[src/rtl/busdma_pkg.sv]
package busdma_pkg;
    localparam int CH_N    = 2;
    localparam int LANE_N  = 4;
    localparam int BYTE_W  = 8;
    localparam int DATA_W  = LANE_N * BYTE_W;
    localparam int ADDR_W  = 4;

    localparam int LANE_CMD  = 0;
    localparam int LANE_MODE = 1;
    localparam int LANE_STAT = 2;
    localparam int LANE_TIME = 3;

    localparam logic [BYTE_W-1:0] CMD_KEEP = 8'h09;
    localparam logic [BYTE_W-1:0] PTR_LOW0 = 8'hFC;

    localparam int MODE_PEND_LSB = 2;
    localparam int MODE_BLK_LSB  = 4;

    typedef enum logic {
        WORD_CTL = 1'b0,
        WORD_PTR = 1'b1
    } word_e;

    typedef struct packed {
        logic [1:0] user;
        logic       irq;
        logic       err;
        logic       busy;
    } stat_t;

    function automatic logic [BYTE_W-1:0] stat_byte(input stat_t s);
        return {1'b0, s.user, 2'b00, s.irq, s.err, s.busy};
    endfunction

    function automatic logic [BYTE_W-1:0] lane_of(input logic [DATA_W-1:0] w, input int n);
        return w[n*BYTE_W +: BYTE_W];
    endfunction
endpackage

[src/rtl/busdma_chan.sv]
module busdma_chan
    import busdma_pkg::*;
(
    input  logic              clk,
    input  logic              rst,
    input  logic              wr_ctl,
    input  logic              wr_ptr,
    input  logic [LANE_N-1:0] be,
    input  logic [DATA_W-1:0] wdata,
    input  logic              done,
    input  logic              fault,
    output logic [BYTE_W-1:0] cmd_q,
    output logic [BYTE_W-1:0] stat_q,
    output logic [BYTE_W-1:0] time_q,
    output logic [DATA_W-1:0] ptr_q,
    output logic              busy,
    output logic              start_p,
    output logic              cancel_p
);
    stat_t             st;
    logic [BYTE_W-1:0] cmd_r;
    logic [BYTE_W-1:0] time_r;
    logic [DATA_W-1:0] ptr_r;
    logic [BYTE_W-1:0] cmd_b;
    logic [BYTE_W-1:0] stat_b;
    logic [BYTE_W-1:0] time_b;

    assign cmd_b  = lane_of(wdata, LANE_CMD);
    assign stat_b = lane_of(wdata, LANE_STAT);
    assign time_b = lane_of(wdata, LANE_TIME);

    always_ff @(posedge clk) begin
        if (rst) begin
            st       <= '0;
            cmd_r    <= '0;
            time_r   <= '0;
            ptr_r    <= '0;
            start_p  <= 1'b0;
            cancel_p <= 1'b0;
        end else begin
            start_p  <= 1'b0;
            cancel_p <= 1'b0;
            // software write-1-to-clear first, hardware events override
            if (wr_ctl && be[LANE_STAT]) begin
                st.user <= stat_b[6:5];
                if (stat_b[1]) st.err <= 1'b0;
                if (stat_b[2]) st.irq <= 1'b0;
            end
            if (done || fault) st.busy <= 1'b0;
            if (done)  st.irq <= 1'b1;
            if (fault) st.err <= 1'b1;
            if (wr_ctl && be[LANE_TIME]) time_r <= time_b;
            if (wr_ctl && be[LANE_CMD]) begin
                cmd_r <= cmd_b & CMD_KEEP;
                if (cmd_b[0]) begin
                    if (!st.busy) begin
                        st.busy <= 1'b1;
                        start_p <= 1'b1;
                    end
                end else begin
                    st.busy  <= 1'b0;
                    cancel_p <= 1'b1;
                end
            end
            for (int b = 0; b < LANE_N; b++) begin
                if (wr_ptr && be[b]) begin
                    if (b == 0) ptr_r[b*BYTE_W +: BYTE_W] <= lane_of(wdata, b) & PTR_LOW0;
                    else        ptr_r[b*BYTE_W +: BYTE_W] <= lane_of(wdata, b);
                end
            end
        end
    end

    assign cmd_q  = cmd_r;
    assign stat_q = stat_byte(st);
    assign time_q = time_r;
    assign ptr_q  = ptr_r;
    assign busy   = st.busy;
endmodule

[src/rtl/busdma_mode.sv]
module busdma_mode
    import busdma_pkg::*;
(
    input  logic              clk,
    input  logic              rst,
    input  logic [CH_N-1:0]   irq_req,
    input  logic              wr_mode,
    input  logic [BYTE_W-1:0] wr_byte,
    output logic [BYTE_W-1:0] mode_q,
    output logic [CH_N-1:0]   blk,
    output logic              irq_out
);
    logic [CH_N-1:0] pend_r;
    logic [CH_N-1:0] blk_r;

    always_ff @(posedge clk) begin
        if (rst) begin
            pend_r <= '0;
            blk_r  <= '0;
        end else begin
            pend_r <= irq_req;
            if (wr_mode) blk_r <= wr_byte[MODE_BLK_LSB +: CH_N];
        end
    end

    always_comb begin
        mode_q = '0;
        mode_q[MODE_PEND_LSB +: CH_N] = pend_r;
        mode_q[MODE_BLK_LSB  +: CH_N] = blk_r;
    end

    assign blk     = blk_r;
    assign irq_out = |(pend_r & ~blk_r);
endmodule

[src/rtl/busdma_regfile.sv]
module busdma_regfile
    import busdma_pkg::*;
(
    input  logic              clk,
    input  logic              rst,
    input  logic [ADDR_W-1:0] bus_addr,
    input  logic [LANE_N-1:0] bus_be,
    input  logic [DATA_W-1:0] bus_wdata,
    input  logic              bus_wr,
    input  logic              bus_rd,
    output logic [DATA_W-1:0] bus_rdata,
    input  logic [CH_N-1:0]   irq_req,
    input  logic [CH_N-1:0]   xfer_done,
    input  logic [CH_N-1:0]   xfer_fault,
    output logic [CH_N-1:0]   start_pulse,
    output logic [CH_N-1:0]   cancel_pulse,
    output logic              irq_out
);
    localparam int CH_BIT   = ADDR_W - 1;
    localparam int KIND_BIT = ADDR_W - 2;

    word_e             kind;
    logic              sel_ch;
    logic [CH_N-1:0]   wr_ctl;
    logic [CH_N-1:0]   wr_ptr;
    logic [CH_N-1:0]   chan_active;
    logic [CH_N-1:0]   mode_blk;
    logic [BYTE_W-1:0] mode_q;
    logic [BYTE_W-1:0] cmd_a  [CH_N];
    logic [BYTE_W-1:0] stat_a [CH_N];
    logic [BYTE_W-1:0] time_a [CH_N];
    logic [DATA_W-1:0] ptr_a  [CH_N];

    assign kind   = word_e'(bus_addr[KIND_BIT]);
    assign sel_ch = bus_addr[CH_BIT];

    for (genvar c = 0; c < CH_N; c++) begin : g_ch
        assign wr_ctl[c] = bus_wr && (sel_ch == c[0]) && (kind == WORD_CTL);
        assign wr_ptr[c] = bus_wr && (sel_ch == c[0]) && (kind == WORD_PTR);

        busdma_chan u_chan (
            .clk      (clk),
            .rst      (rst),
            .wr_ctl   (wr_ctl[c]),
            .wr_ptr   (wr_ptr[c]),
            .be       (bus_be),
            .wdata    (bus_wdata),
            .done     (xfer_done[c]),
            .fault    (xfer_fault[c]),
            .cmd_q    (cmd_a[c]),
            .stat_q   (stat_a[c]),
            .time_q   (time_a[c]),
            .ptr_q    (ptr_a[c]),
            .busy     (chan_active[c]),
            .start_p  (start_pulse[c]),
            .cancel_p (cancel_pulse[c])
        );
    end

    busdma_mode u_mode (
        .clk     (clk),
        .rst     (rst),
        .irq_req (irq_req),
        .wr_mode ((|wr_ctl) && bus_be[LANE_MODE]),
        .wr_byte (lane_of(bus_wdata, LANE_MODE)),
        .mode_q  (mode_q),
        .blk     (mode_blk),
        .irq_out (irq_out)
    );

    always_comb begin
        bus_rdata = '0;
        if (bus_rd) begin
            if (kind == WORD_PTR) bus_rdata = ptr_a[sel_ch];
            else bus_rdata = {time_a[sel_ch], stat_a[sel_ch], mode_q, cmd_a[sel_ch]};
        end
    end
endmodule

[config.mk]
export PLATFORM = sky130hd
export DESIGN_NAME = busdma_regfile
export DESIGN_NICKNAME = d
export VERILOG_FILES = /design/src/rtl/busdma_pkg.sv /design/src/rtl/busdma_chan.sv /design/src/rtl/busdma_mode.sv /design/src/rtl/busdma_regfile.sv
export SDC_FILE = /design/constraint.sdc
export NUM_CORES = 1
export LEC_CHECK = 0
export ABC_AREA = 1
export BUFFER_PORTS_ARGS = -buffer_cell sky130_fd_sc_hd__buf_2
export CORE_MARGIN = 2
export CORE_UTILIZATION = 55
export CTS_BUF_LIST = sky130_fd_sc_hd__clkbuf_4 sky130_fd_sc_hd__clkbuf_8 sky130_fd_sc_hd__clkbuf_16
export CTS_CLUSTER_SIZE = 20
export DETAILED_ROUTE_END_ITERATION = 6
export PLACE_DENSITY = 0.78
export SYNTH_ARGS = -nofsm -noshare
export SYNTH_HDL_FRONTEND = slang
export SYNTH_HIERARCHICAL = 1
export SYNTH_SLANG_ARGS = --single-unit
[constraint.sdc]
create_clock -name clk -period 4 [get_ports clk]
set_input_delay 0.8 -clock clk [delete_from_list [all_inputs] [get_ports clk]]
set_output_delay 0.8 -clock clk [all_outputs]
set_load 0.01 [all_outputs]
After elaboration in Yosys (flattened, before gate mapping)

Cells that the tools add are included.

Bitwise logic cells: 8
Reduce and logical (&&, ||, !) cells: 41
Order comparisons: 1
Muxes and demuxes: 33

Operators with widths:

| operator                                    | number |
|---|---|
| 32-bit two-way mux                          | 5 |
| 8-bit two-way mux                           | 7 |
| 1-bit logical AND                           | 21 |
| 1-bit two-way mux                           | 17 |
| 2-bit nonzero test                          | 8 |
| 2-bit AND reduction                         | 4 |
| 2-bit OR reduction                          | 4 |
| 7-bit two-way mux                           | 1 |
| 3-bit OR reduction                          | 2 |
| 1-bit NOT                                   | 5 |
| 2-bit two-way mux                           | 2 |
| 4-bit two-way mux                           | 1 |
| 2-bit AND                                   | 1 |
| 2-bit >= comparator (second input constant) | 1 |
| 1-bit logical OR                            | 2 |
| 1-bit NOT with 2-bit output                 | 1 |
| 2-bit NOT                                   | 1 |

Output and inout port bits: 37
Bits of input ports: 50
Register bits after elaboration: 98

Logic depth before layout (Yosys ltp)

Depth after elaboration: 6
Depth in mapped cells: 9
Depth with buffers taken out: 6

Hierarchy

The synthesis kept the hierarchy.

Modules (own cells, without submodules):

| module         | cells an instance | seq. area each (sq um) | area an instance (sq um) | instances |
|---|---|---|---|---|
| busdma_chan    | 221               | 940.9                  | 1,707.9                  | 2 |
| busdma_regfile | 352               | 0.0                    | 1,482.7                  | 1 |
| busdma_mode    | 30                | 80.1                   | 201.4                    | 1 |

Least setup slack after synthesis

No wires, ideal clock.

Path type: in2out
Start point: input port bus_addr[2]
End point: output port bus_rdata[24]
Required time: 3,200 ps
Slack: 1,660 ps
Stages on the path: 5
Data arrival time: 1,540 ps
Path through: buf_2 -> inv_2 -> buf_2 -> nand3_1 -> a21oi_1

Word-level cells in the longest chain between the ends: 2

RTL lines:

| element            | line                 | text |
|---|---|---|
| start: declaration | busdma_regfile.sv:6  | `input logic [ADDR_W-1:0] bus_addr,` |
| 32-bit two-way mux | busdma_regfile.sv:74 | `if (kind == WORD_PTR) bus_rdata = ptr_a[sel_ch];` |
| 32-bit two-way mux | busdma_regfile.sv:73 | `if (bus_rd) begin` |
| end: declaration   | busdma_regfile.sv:11 | `output logic [DATA_W-1:0] bus_rdata,` |

No other way between the ends.

Worst setup path after layout

Start point: input port bus_addr[3]
End point: output port bus_rdata[0]

Word-level cells in the longest chain between the ends: 6

RTL lines:

| element                                              | line                 | text |
|---|---|---|
| 1-bit NOT with 2-bit output (not written as such)    | busdma_regfile.sv:75 | `else bus_rdata = {time_a[sel_ch], stat_a[sel_ch], mode_q, cmd_a[sel_ch]};` |
| 4-bit two-way mux (not written as such)              | busdma_regfile.sv:75 |  |
| 8-bit two-way mux (not written as such) (2 in a row) | busdma_regfile.sv:75 |  |
| 32-bit two-way mux                                   | busdma_regfile.sv:74 |  |
| 32-bit two-way mux                                   | busdma_regfile.sv:73 |  |

No other way between the ends. The select of a mux whose other input is x is not followed.

==> flow_metrics.env <==
export IMPL_status="finished clean"
export IMPL_setup_slack_ps=1120
export IMPL_synth_flop_cell="dfxtp_1"
export IMPL_h_tree_depth=3
export IMPL_irDropWorstVdd_mv=0.185
export IMPL_combPwrFrac=0.153
export IMPL_die_y_um=100
export IMPL_nFillCells=943
export IMPL_async_flop_share=0
export IMPL_ctsRootBufferMaster="clkbuf_8"
export IMPL_detailed_place_hpwl_um=7990
export IMPL_gp_congestion=0.801
export IMPL_synth_seq_cells=98
export IMPL_hold_buffers=0
export IMPL_dp_worst_setup_slack_ps=1100
export IMPL_worstMarginPinSlew_ps=841
export IMPL_slew_headroom=0.439
export IMPL_cts_sink_count=98
export IMPL_path_clk_slew_ps=100
export IMPL_start_util=0.560
export IMPL_cts_tree="done"
export IMPL_cts_buffers=9
export IMPL_crit_path_max_fanout=31
export IMPL_num_io_pins=87
export IMPL_cts_buffer_depth=2
export IMPL_switching_share=0.293
export IMPL_synth_area_top_cells="dfxtp_1 38%, nor2_1 14%, nand2_1 11%"
export IMPL_worstSetupStartpointType="input pin"
export IMPL_fmax_mhz=347
export IMPL_antenna_left=0
export IMPL_drv_cap=0
export IMPL_synth_top_cell_area_share=0.385
export IMPL_powerDensity_nw_per_um2=340
export IMPL_synth_edf_count=0
export IMPL_fin_setup_tns_ps=0
export IMPL_worst_setup_path_end_kind="output pin"
export IMPL_grt_pass1_vias=4262
export IMPL_diodes=0
export IMPL_io_buffers=83
export IMPL_wl_um=12100
export IMPL_cts_setup_buffers=0
export IMPL_synth_most_common_cell="nor2_1"
export IMPL_grt_overflow=0
export IMPL_die_x_um=100
export IMPL_finalInstanceArea_um2=5580
export IMPL_p_leak_nw=2.65
export IMPL_avgSynthCellArea_um2=6.19
export IMPL_fin_crit_ps=2880
export IMPL_drc=0
export IMPL_setup_viol_count_final=0
export IMPL_placed_cell_area_um2=5410
export IMPL_dr_pass1_iters=5
export IMPL_synth_common_cells="194 x nor2_1, 145 x nand2_1, 135 x inv_1, 98 x dfxtp_1, 87 x o21ai_0"
export IMPL_areaGrowthSynthToFinish_pct=9.35
export IMPL_syn_inst=824
export IMPL_cts_resized=0
export IMPL_internal_power_mw=1.34
export IMPL_hold_violations=0
export IMPL_grt_setup_unrepaired="false"
export IMPL_coreArea_um2=9110
export IMPL_critPathArrivalTime_ps=2080
export IMPL_antenna_found_initial=0
export IMPL_vias=4872
export IMPL_dieArea_um2=10100
export IMPL_hold_path_class="reg -> reg"
export IMPL_place_inst=990
export IMPL_slew_viol_final=0
export IMPL_synth_seq_area_share=0.385
export IMPL_clock_power_share=0.305
export IMPL_syn_cell_area_um2=5100
export IMPL_instances_no_fill=1005
export IMPL_drive_above_1_share=0.125
export IMPL_crit_type="in -> out"
export IMPL_fin_skew_ps=11.4
export IMPL_seqPwrFrac=0.542
export IMPL_drt_iter0_drc=234
export IMPL_synth_top_area_cell="dfxtp_1"
export IMPL_synth_cell_types=16
export IMPL_grt_pass1_wl_um=20200
export IMPL_yosys_warnings=6
export IMPL_via_per_inst=4.85
export IMPL_period_share=0.720
export IMPL_row_count=35
export IMPL_crit_required_ps=3200
export IMPL_nets=940
export IMPL_grt_max_degree=59
export IMPL_clock_latency_ps=360
export IMPL_grt_use_total=0.252
export IMPL_holdWs_ps=466
export IMPL_p_sw_uw=554
export IMPL_wl_per_cell_um=12.0
==> layout by cell type (no fill, tap or decap), types with 10 or more instances in the layout <==
cell	count
nor2_1	194
nand2_1	145
inv_1	135
dfxtp_1	98
o21ai_0	87
buf_2	83
nand3_1	62
a21oi_1	28
conb_1	26
buf_4	10
==> power by group through the flow <==
| stage | sequential, mW | combinational, mW | clock, mW |
|---|---|---|---|
| CTS | 1.03 | 0.290 | 0.586 |
| floorplan | 1.05 | 0.217 | 0 |
| finish | 1.03 | 0.290 | 0.578 |
| global route | 1.03 | 0.335 | 0.630 |
| detailed placement | 1.05 | 0.289 | 0 |
| global placement | 1.05 | 0.285 | 0 |
==> metal layers <==
metal / vias to the layer above / routed length (µm) / GRT usage
met5: - / 0 / 0
met4: 0 / 157 / 0.0875
met3: 13 / 791 / 0.0348
met2: 158 / 5660 / 0.412
met1: 2122 / 5440 / 0.343
li1: 2579 / - / -
==> through the flow <==
stage | total power, mW | utilization
2_1_floorplan | 1.26 | -
3_3_place_gp | 1.33 | 0.594
3_5_place_dp | 1.34 | 0.594
4_1_cts | 1.90 | 0.612
5_1_grt | 2.00 | 0.612
6_report | 1.89 | 0.612
==> final cells by class <==
class	count	area, µm²	share of cell area
clock buffers	9	124	0.0222
clock inverters	6	42.5	0.00763
inverters	137	514	0.0922
multi-input cells	551	2300	0.413
flip-flops and latches	98	1960	0.352
well taps	111	139	0.0249
repair buffers	93	490	0.0880
==> registers in the layout (all words and copies together) (netlist names) <==
signal / flops
g_ch.u_chan/ptr_q: 60
g_ch.u_chan/time_q: 16
g_ch.u_chan/stat_q: 8
g_ch.u_chan/cmd_q: 4
g_ch.u_chan/busy: 2
g_ch.u_chan/cancel_p: 2
g_ch.u_chan/start_p: 2
u_mode/blk: 2
u_mode/pend_r: 2
==> final timing paths <==
kind	start	endpoint	slack [ps]	cells past startpoint
max	bus_addr[3]	bus_rdata[0]	1120	7
min	g_ch[1].u_chan/stat_q[1]	g_ch[1].u_chan/stat_q[1]	470	2
max reg2reg	g_ch[1].u_chan/busy	g_ch[1].u_chan/start_p	3320	3
min reg2reg	g_ch[1].u_chan/stat_q[1]	g_ch[1].u_chan/stat_q[1]	470	2
==> critical path, cell delays in order <==
cell and delay [ps]:
buf_2 110, inv_2 400, buf_4 310, nand2_1 70
nand3_1 80, a21oi_1 100, buf_2 190
==> cells by family after synthesis <==
kind of cell,after synthesis,share of synthesized area
and+or+nand+nor,410,0.320
buffers and inverters,198,0.180
other,3,0.00221
DFF,98,0.385
AOI/OAI and AO/OA,115,0.113
Note: power is estimated with default switching activity, not from simulation.
